===== config.mk =====
export PLATFORM = sky130hd
export DESIGN_NAME = dbirq_top
export DESIGN_NICKNAME = d
export VERILOG_FILES = /design/src/rtl/dbirq_pkg.sv /design/src/rtl/dbirq_tick.sv /design/src/rtl/dbirq_filter.sv /design/src/rtl/dbirq_regs.sv /design/src/rtl/dbirq_top.sv
export SDC_FILE = /design/constraint.sdc
export NUM_CORES = 1
export LEC_CHECK = 0
export ABC_CLOCK_PERIOD_IN_PS = 3400
export BUFFER_PORTS_ARGS = -buffer_cell sky130_fd_sc_hd__clkbuf_2
export CORE_ASPECT_RATIO = 1.25
export CORE_MARGIN = 4
export CORE_UTILIZATION = 63
export DETAILED_ROUTE_END_ITERATION = 8
export PLACE_DENSITY = 0.81
export SYNTH_ARGS = -nofsm -noshare
export SYNTH_HDL_FRONTEND = slang
export SYNTH_SLANG_ARGS = --single-unit

===== constraint.sdc =====
create_clock -name clk_i -period 3.4 [get_ports clk_i]
set_input_delay 0.68 -clock clk_i [delete_from_list [all_inputs] [get_ports clk_i]]
set_output_delay 0.68 -clock clk_i [all_outputs]
set_load 0.02 [all_outputs]

===== src/rtl/dbirq_pkg.sv =====
package dbirq_pkg;
  localparam int unsigned OFF_DATA = 'h00;
  localparam int unsigned OFF_MASK = 'h04;
  localparam int unsigned OFF_EVT  = 'h14;
  localparam int unsigned OFF_IE   = 'h18;
  localparam int unsigned OFF_RAW  = 'h1C;
  localparam int unsigned OFF_MIS  = 'h20;
  localparam int unsigned OFF_CLR  = 'h24;
  localparam int unsigned OFF_TRIG = 'h28;
  localparam int unsigned OFF_CTRL = 'h40;

  // event field bit positions within a channel nibble
  localparam int EV_LO  = 0;
  localparam int EV_HI  = 1;
  localparam int EV_LVL = 2;
  localparam int EV_W   = 3;
  localparam int EV_STRIDE = 4;
endpackage


===== src/rtl/dbirq_tick.sv =====
module dbirq_tick #(
  parameter int CLKS_PER_MS = 125000
) (
  input  logic clk_i,
  input  logic rst_ni,
  output logic tick_o
);
  localparam int CW = (CLKS_PER_MS > 1) ? $clog2(CLKS_PER_MS) : 1;
  localparam logic [CW-1:0] LAST = CW'(CLKS_PER_MS - 1);

  logic [CW-1:0] cnt_q;

  always_ff @(posedge clk_i or negedge rst_ni) begin
    if (!rst_ni) begin
      cnt_q <= '0;
    end else if (cnt_q == LAST) begin
      cnt_q <= '0;
    end else begin
      cnt_q <= cnt_q + 1'b1;
    end
  end

  assign tick_o = (cnt_q == LAST);
endmodule


===== src/rtl/dbirq_filter.sv =====
module dbirq_filter #(
  parameter int DBNC_W = 12
) (
  input  logic              clk_i,
  input  logic              rst_ni,
  input  logic              pin_i,
  input  logic              tick_i,
  input  logic [DBNC_W-1:0] limit_i,
  output logic              lvl_o
);
  logic              s1_q, s2_q, lvl_q;
  logic [DBNC_W-1:0] cnt_q;
  logic [DBNC_W:0]   lim, cnt_nx;

  // zero limit behaves as one tick
  assign lim    = (limit_i == '0) ? (DBNC_W+1)'(1) : {1'b0, limit_i};
  assign cnt_nx = {1'b0, cnt_q} + 1'b1;

  always_ff @(posedge clk_i or negedge rst_ni) begin
    if (!rst_ni) begin
      s1_q  <= 1'b0;
      s2_q  <= 1'b0;
      lvl_q <= 1'b0;
      cnt_q <= '0;
    end else begin
      s1_q <= pin_i;
      s2_q <= s1_q;
      if (s2_q == lvl_q) begin
        cnt_q <= '0;
      end else if (tick_i) begin
        if (cnt_nx >= lim) begin
          lvl_q <= s2_q;
          cnt_q <= '0;
        end else begin
          cnt_q <= cnt_nx[DBNC_W-1:0];
        end
      end
    end
  end

  assign lvl_o = lvl_q;
endmodule


===== src/rtl/dbirq_regs.sv =====
module dbirq_regs
  import dbirq_pkg::*;
#(
  parameter int NUM_CH = 8,
  parameter int DBNC_W = 12,
  parameter int ADDR_W = 8
) (
  input  logic                           clk_i,
  input  logic                           rst_ni,
  input  logic                           we_i,
  input  logic [ADDR_W-1:0]              addr_i,
  input  logic [31:0]                    wdata_i,
  input  logic [NUM_CH-1:0]              lvl_i,
  output logic [31:0]                    rdata_o,
  output logic                           irq_o,
  output logic [NUM_CH-1:0]              mask_o,
  output logic [NUM_CH-1:0]              raw_o,
  output logic [NUM_CH-1:0]              arm_o,
  output logic [NUM_CH-1:0][DBNC_W-1:0]  limit_o
);
  logic [NUM_CH-1:0]             mask_q, ie_q, raw_q, arm_q, lvl_d_q;
  logic [NUM_CH-1:0]             hit, fire, clr_bits, arm_bits;
  logic [NUM_CH-1:0][EV_W-1:0]   evt_q;
  logic [NUM_CH-1:0][DBNC_W-1:0] ctrl_q;
  logic [NUM_CH-1:0]             wr_ctrl;
  logic                          wr_mask, wr_evt, wr_ie, wr_clr, wr_trig;

  assign wr_mask = we_i && (addr_i == ADDR_W'(OFF_MASK));
  assign wr_evt  = we_i && (addr_i == ADDR_W'(OFF_EVT));
  assign wr_ie   = we_i && (addr_i == ADDR_W'(OFF_IE));
  assign wr_clr  = we_i && (addr_i == ADDR_W'(OFF_CLR));
  assign wr_trig = we_i && (addr_i == ADDR_W'(OFF_TRIG));

  assign clr_bits = wr_clr  ? wdata_i[NUM_CH-1:0] : '0;
  assign arm_bits = wr_trig ? wdata_i[NUM_CH-1:0] : '0;

  for (genvar g = 0; g < NUM_CH; g++) begin : g_ch
    logic rise, fall, hi_lvl, lo_lvl;
    assign wr_ctrl[g] = we_i && (addr_i == ADDR_W'(OFF_CTRL + 4*g));
    assign rise   = lvl_i[g] & ~lvl_d_q[g];
    assign fall   = ~lvl_i[g] & lvl_d_q[g];
    assign hi_lvl = lvl_i[g];
    assign lo_lvl = ~lvl_i[g];
    always_comb begin
      if (evt_q[g][EV_LVL]) begin
        hit[g] = (evt_q[g][EV_HI] & hi_lvl) | (evt_q[g][EV_LO] & lo_lvl);
      end else begin
        hit[g] = (evt_q[g][EV_HI] & rise) | (evt_q[g][EV_LO] & fall);
      end
    end
  end

  assign fire = arm_q & mask_q & hit;

  always_ff @(posedge clk_i or negedge rst_ni) begin
    if (!rst_ni) begin
      mask_q  <= '0;
      ie_q    <= '0;
      raw_q   <= '0;
      arm_q   <= '0;
      lvl_d_q <= '0;
      evt_q   <= '0;
      ctrl_q  <= '0;
    end else begin
      lvl_d_q <= lvl_i;
      if (wr_mask) mask_q <= wdata_i[NUM_CH-1:0];
      if (wr_ie)   ie_q   <= wdata_i[NUM_CH-1:0];
      for (int i = 0; i < NUM_CH; i++) begin
        if (wr_evt)     evt_q[i]  <= wdata_i[EV_STRIDE*i +: EV_W];
        if (wr_ctrl[i]) ctrl_q[i] <= wdata_i[DBNC_W-1:0];
      end
      // a new event wins over a same-cycle clear; a re-arm wins over disarm
      raw_q <= (raw_q & ~clr_bits) | fire;
      arm_q <= (arm_q & ~fire) | arm_bits;
    end
  end

  always_comb begin
    rdata_o = '0;
    if (addr_i == ADDR_W'(OFF_DATA)) rdata_o[NUM_CH-1:0] = lvl_i & mask_q;
    if (addr_i == ADDR_W'(OFF_MASK)) rdata_o[NUM_CH-1:0] = mask_q;
    if (addr_i == ADDR_W'(OFF_IE))   rdata_o[NUM_CH-1:0] = ie_q;
    if (addr_i == ADDR_W'(OFF_RAW))  rdata_o[NUM_CH-1:0] = raw_q;
    if (addr_i == ADDR_W'(OFF_MIS))  rdata_o[NUM_CH-1:0] = raw_q & ie_q;
    if (addr_i == ADDR_W'(OFF_EVT)) begin
      for (int i = 0; i < NUM_CH; i++) rdata_o[EV_STRIDE*i +: EV_W] = evt_q[i];
    end
    for (int i = 0; i < NUM_CH; i++) begin
      if (addr_i == ADDR_W'(OFF_CTRL + 4*i)) rdata_o[DBNC_W-1:0] = ctrl_q[i];
    end
  end

  assign irq_o   = |(raw_q & ie_q);
  assign mask_o  = mask_q;
  assign raw_o   = raw_q;
  assign arm_o   = arm_q;
  assign limit_o = ctrl_q;
endmodule


===== src/rtl/dbirq_top.sv =====
module dbirq_top #(
  parameter int NUM_CH      = 8,
  parameter int CLKS_PER_MS = 125000,
  parameter int DBNC_W      = 12,
  parameter int ADDR_W      = 8
) (
  input  logic              clk_i,
  input  logic              rst_ni,
  input  logic [NUM_CH-1:0] pin_i,
  input  logic              we_i,
  input  logic [ADDR_W-1:0] addr_i,
  input  logic [31:0]       wdata_i,
  output logic [31:0]       rdata_o,
  output logic              irq_o
);
  logic                          tick;
  logic [NUM_CH-1:0]             filt_lvl, mask_q, raw_q, arm_q;
  logic [NUM_CH-1:0][DBNC_W-1:0] limit;

  dbirq_tick #(.CLKS_PER_MS(CLKS_PER_MS)) u_tick (
    .clk_i (clk_i),
    .rst_ni(rst_ni),
    .tick_o(tick)
  );

  for (genvar g = 0; g < NUM_CH; g++) begin : g_flt
    dbirq_filter #(.DBNC_W(DBNC_W)) u_flt (
      .clk_i  (clk_i),
      .rst_ni (rst_ni),
      .pin_i  (pin_i[g]),
      .tick_i (tick),
      .limit_i(limit[g]),
      .lvl_o  (filt_lvl[g])
    );
  end

  dbirq_regs #(.NUM_CH(NUM_CH), .DBNC_W(DBNC_W), .ADDR_W(ADDR_W)) u_regs (
    .clk_i  (clk_i),
    .rst_ni (rst_ni),
    .we_i   (we_i),
    .addr_i (addr_i),
    .wdata_i(wdata_i),
    .lvl_i  (filt_lvl),
    .rdata_o(rdata_o),
    .irq_o  (irq_o),
    .mask_o (mask_q),
    .raw_o  (raw_q),
    .arm_o  (arm_q),
    .limit_o(limit)
  );
endmodule


==> reports/metrics.csv <==
metric,value,unit
num-fill-cells,1990,
drt_iter0_markers,1533,
finalInstanceArea,0.0202,mm2
pwr-share-comb,0.091,
cp.required,2720,ps
ys_warn_count,0,
area_delta_synth_final,12.8,%
ant_nets,0,
hold_ws,98.9,ps
clk_pin_slew,60,ps
async_reset_ff_frac,1.00,
worstPathMaxFanout,7,
grt_pass1_wl,78200,um
hpwl,34800,um
syn_area,0.0179,mm2
place_area,0.0189,mm2
synth_cell_types,75,
worstSetupPathType,in -> out,
die_w,159,um
synth_ff_type,dfrtp_1,
synth-seq-area-share,0.415,
finalHoldViolations,0,
viasPerCell,6.54,
antenna_found_initial,2,
ios,84,
cts_inserted_buffers,31,
syn_inst,1816,
hold_class,in -> async,
die_h,196,um
max_slew.worst_pin.slew,824,ps
drc,0,
place.gp.congestion,0.998,
die-area,0.0312,mm2
tritoncts,done,
initial_core_util,0.644,
layout-drive-gt1-share,0.232,
p_sw_frac,0.253,
finalCritPeriodShare,0.996,
cts_num_sinks,297,
ys_ff_latch,297,
synth_area_per_cell,9.86,um2
drv_cap,0,
clk_latency,580,ps
clockPowerShare,0.442,
fin_nets,2066,
drt_wl_total,49200,um
start_kind,input port,
drt_pre_antenna_iters,7,
relSlewSlack,0.448,
p_seq_frac,0.467,
clk_path_buf_depth,3,
outcome,completed,
timing.fmax,295,MHz
switchingPower,2.02,mW
slew_violations,0,
finalSetupViolCount,0,
p_int,5.96,mW
grt_pass1_vias,14799,
endpoint_kind,output port,
core,0.0278,mm2
synth_edf_count,0,
vias,14926,
skew,20.1,ps
grt_util_all_layers,0.306,
htreeDepth,1,
ir_drop,0.364,mV
leakage,10.0,nW
row_count,68,
antenna_cells,0,
fin_crit,3390,ps
grt_max_degree,87,
io_buffers,73,
cts_root_buffer,clkbuf_16,
postCtsHoldBufs,0,
finalPower,7.97,mW
p_per_area,395,mW/mm2
overflow,0,
worstPathArrival,2710,ps
wl_per_cell,21.5,um
==> cell usage after synthesis, drive strengths merged (19+ instances only) <==
cell type | n | area [um2]
a21oi | 67 | 354
a22o | 34 | 298
a31oi | 43 | 269
and2 | 30 | 188
and3 | 38 | 238
buf | 31 | 190
clkbuf | 55 | 206
dfrtp | 297 | 7430
ha | 105 | 1310
inv | 111 | 417
mux2 | 156 | 1760
nand2 | 147 | 552
nand2b | 20 | 125
nand3 | 65 | 330
nand4 | 19 | 125
nor2 | 96 | 360
nor2b | 23 | 144
nor3 | 31 | 160
nor4 | 30 | 239
o21ai | 94 | 470
or2 | 28 | 175
xnor2 | 41 | 359
xor2 | 48 | 420
==> metal layers <==
metal  GRT usage  vias up  wire length (um)
met5           0        -                27
met4       0.162        4              2870
met3      0.0477      202              3750
met2       0.523      682             24000
met1       0.379     7266             18500
li1            -     6772                 -
==> cell usage in the layout, fill, tap and decap left out, types with 6 or more instances in the layout <==
cell type / n
clkbuf_2: 69
ha_1: 103
o211a_1: 8
dfrtp_1: 296
a31oi_1: 42
a22o_1: 34
a41oi_1: 13
mux2i_1: 9
a22oi_1: 18
nand4_1: 18
nand2_1: 147
a31o_2: 8
nor2b_1: 23
xnor2_1: 40
o21ai_0: 92
and2_1: 30
nor2_1: 92
a21o_1: 18
or2_2: 28
a21oi_1: 62
a211oi_1: 7
o211ai_1: 12
o31ai_1: 6
buf_4: 61
clkbuf_16: 31
and4_1: 11
nor4_1: 24
inv_1: 111
clkinv_2: 6
mux2_2: 156
o21a_1: 9
xor2_1: 47
and3_1: 34
nand2b_1: 20
nand3_1: 62
nor3_1: 30
nor3b_1: 6
==> power groups by stage <==
stage	Combinational, mW	Clock (mW)	Sequential, mW
global route	0.799	3.73	3.73
finish	0.728	3.52	3.72
floorplan	0.432	0	3.74
CTS	0.709	3.57	3.72
global placement	0.672	0	3.78
detailed placement	0.698	0	3.78
==> state kept, by name, summed over array words and instances, names as in the netlist <==
name and cells:
g_flt.u_flt.cnt_q 96, g_flt.u_flt.lvl_o 8, g_flt.u_flt.s1_q 8, g_flt.u_flt.s2_q 8, u_regs.arm_o 8, u_regs.evt_q 24
u_regs.ie_q 8, u_regs.limit_o 96, u_regs.lvl_d_q 8, u_regs.mask_o 8, u_regs.raw_o 8, u_tick.cnt_q 17
==> logic make-up after synthesis <==
logic type	count (synthesis)	share of synthesized area
other	1	0.000209
and+or+nand+nor	567	0.167
adders and majority gates	105	0.0734
muxes	169	0.108
xor gates and xnor gates	89	0.0435
DFF	297	0.415
buffers and inverters	197	0.0454
AOI/OAI and AO/OA	391	0.148
==> timing repair <==
action	in CTS	in global routing
pin swaps	3	6
endpoints found under the setup margin	1	48
gates cloned	0	1
setup buffers	0	4
resized for setup	9	42
==> path summary, 6_finish.rpt <==
kind                                          from                 endpoint  slack, ps  cells past startpoint
min in group clk_i                        pin_i[0]      g_flt[0].u_flt.s1_q        210                      1
hold reg to reg                g_flt[6].u_flt.s1_q      g_flt[6].u_flt.s2_q        350                      0
hold / removal                              rst_ni  g_flt[2].u_flt.cnt_q[6]        100                      1
setup / recovery                         addr_i[5]               rdata_o[4]         10                      9
max in group asynchronous                   rst_ni  g_flt[7].u_flt.cnt_q[1]       2390                      2
setup reg to reg           g_flt[5].u_flt.cnt_q[1]  g_flt[5].u_flt.cnt_q[9]        180                     15
==> critical path: stages <==
cell and delay, ps:
clkbuf_2 100, buf_4 160, buf_4 140, nand4bb_1 380
buf_4 300, nor2_1 320, nor2_1 140, a32o_1 320
clkbuf_2 170
==> stage by stage <==
step / util / setup TNS [ps] / worst slack, ps / cells
floorplan: - / 0 / 200 / 1820
global placement: 0.679 / -59.1 / -59.1 / 2222
detailed placement: 0.679 / -117 / -117 / 2222
CTS: 0.718 / 0 / 11.9 / 2279
global route: 0.726 / -13.7 / -13.5 / 2284
finish: 0.726 / 0 / 13.1 / 2284
==> layout make-up <==
class                      count  area, um2  area share
clock buffer                  38        832      0.0412
clock inverter                19        224      0.0111
inverter                     111        417      0.0206
multi-input combinational   1326       9870       0.489
sequential                   297       7430       0.368
tap                          350        438      0.0217
timing repair buffer         143        981      0.0486
Power figures use the tool's default switching activity.
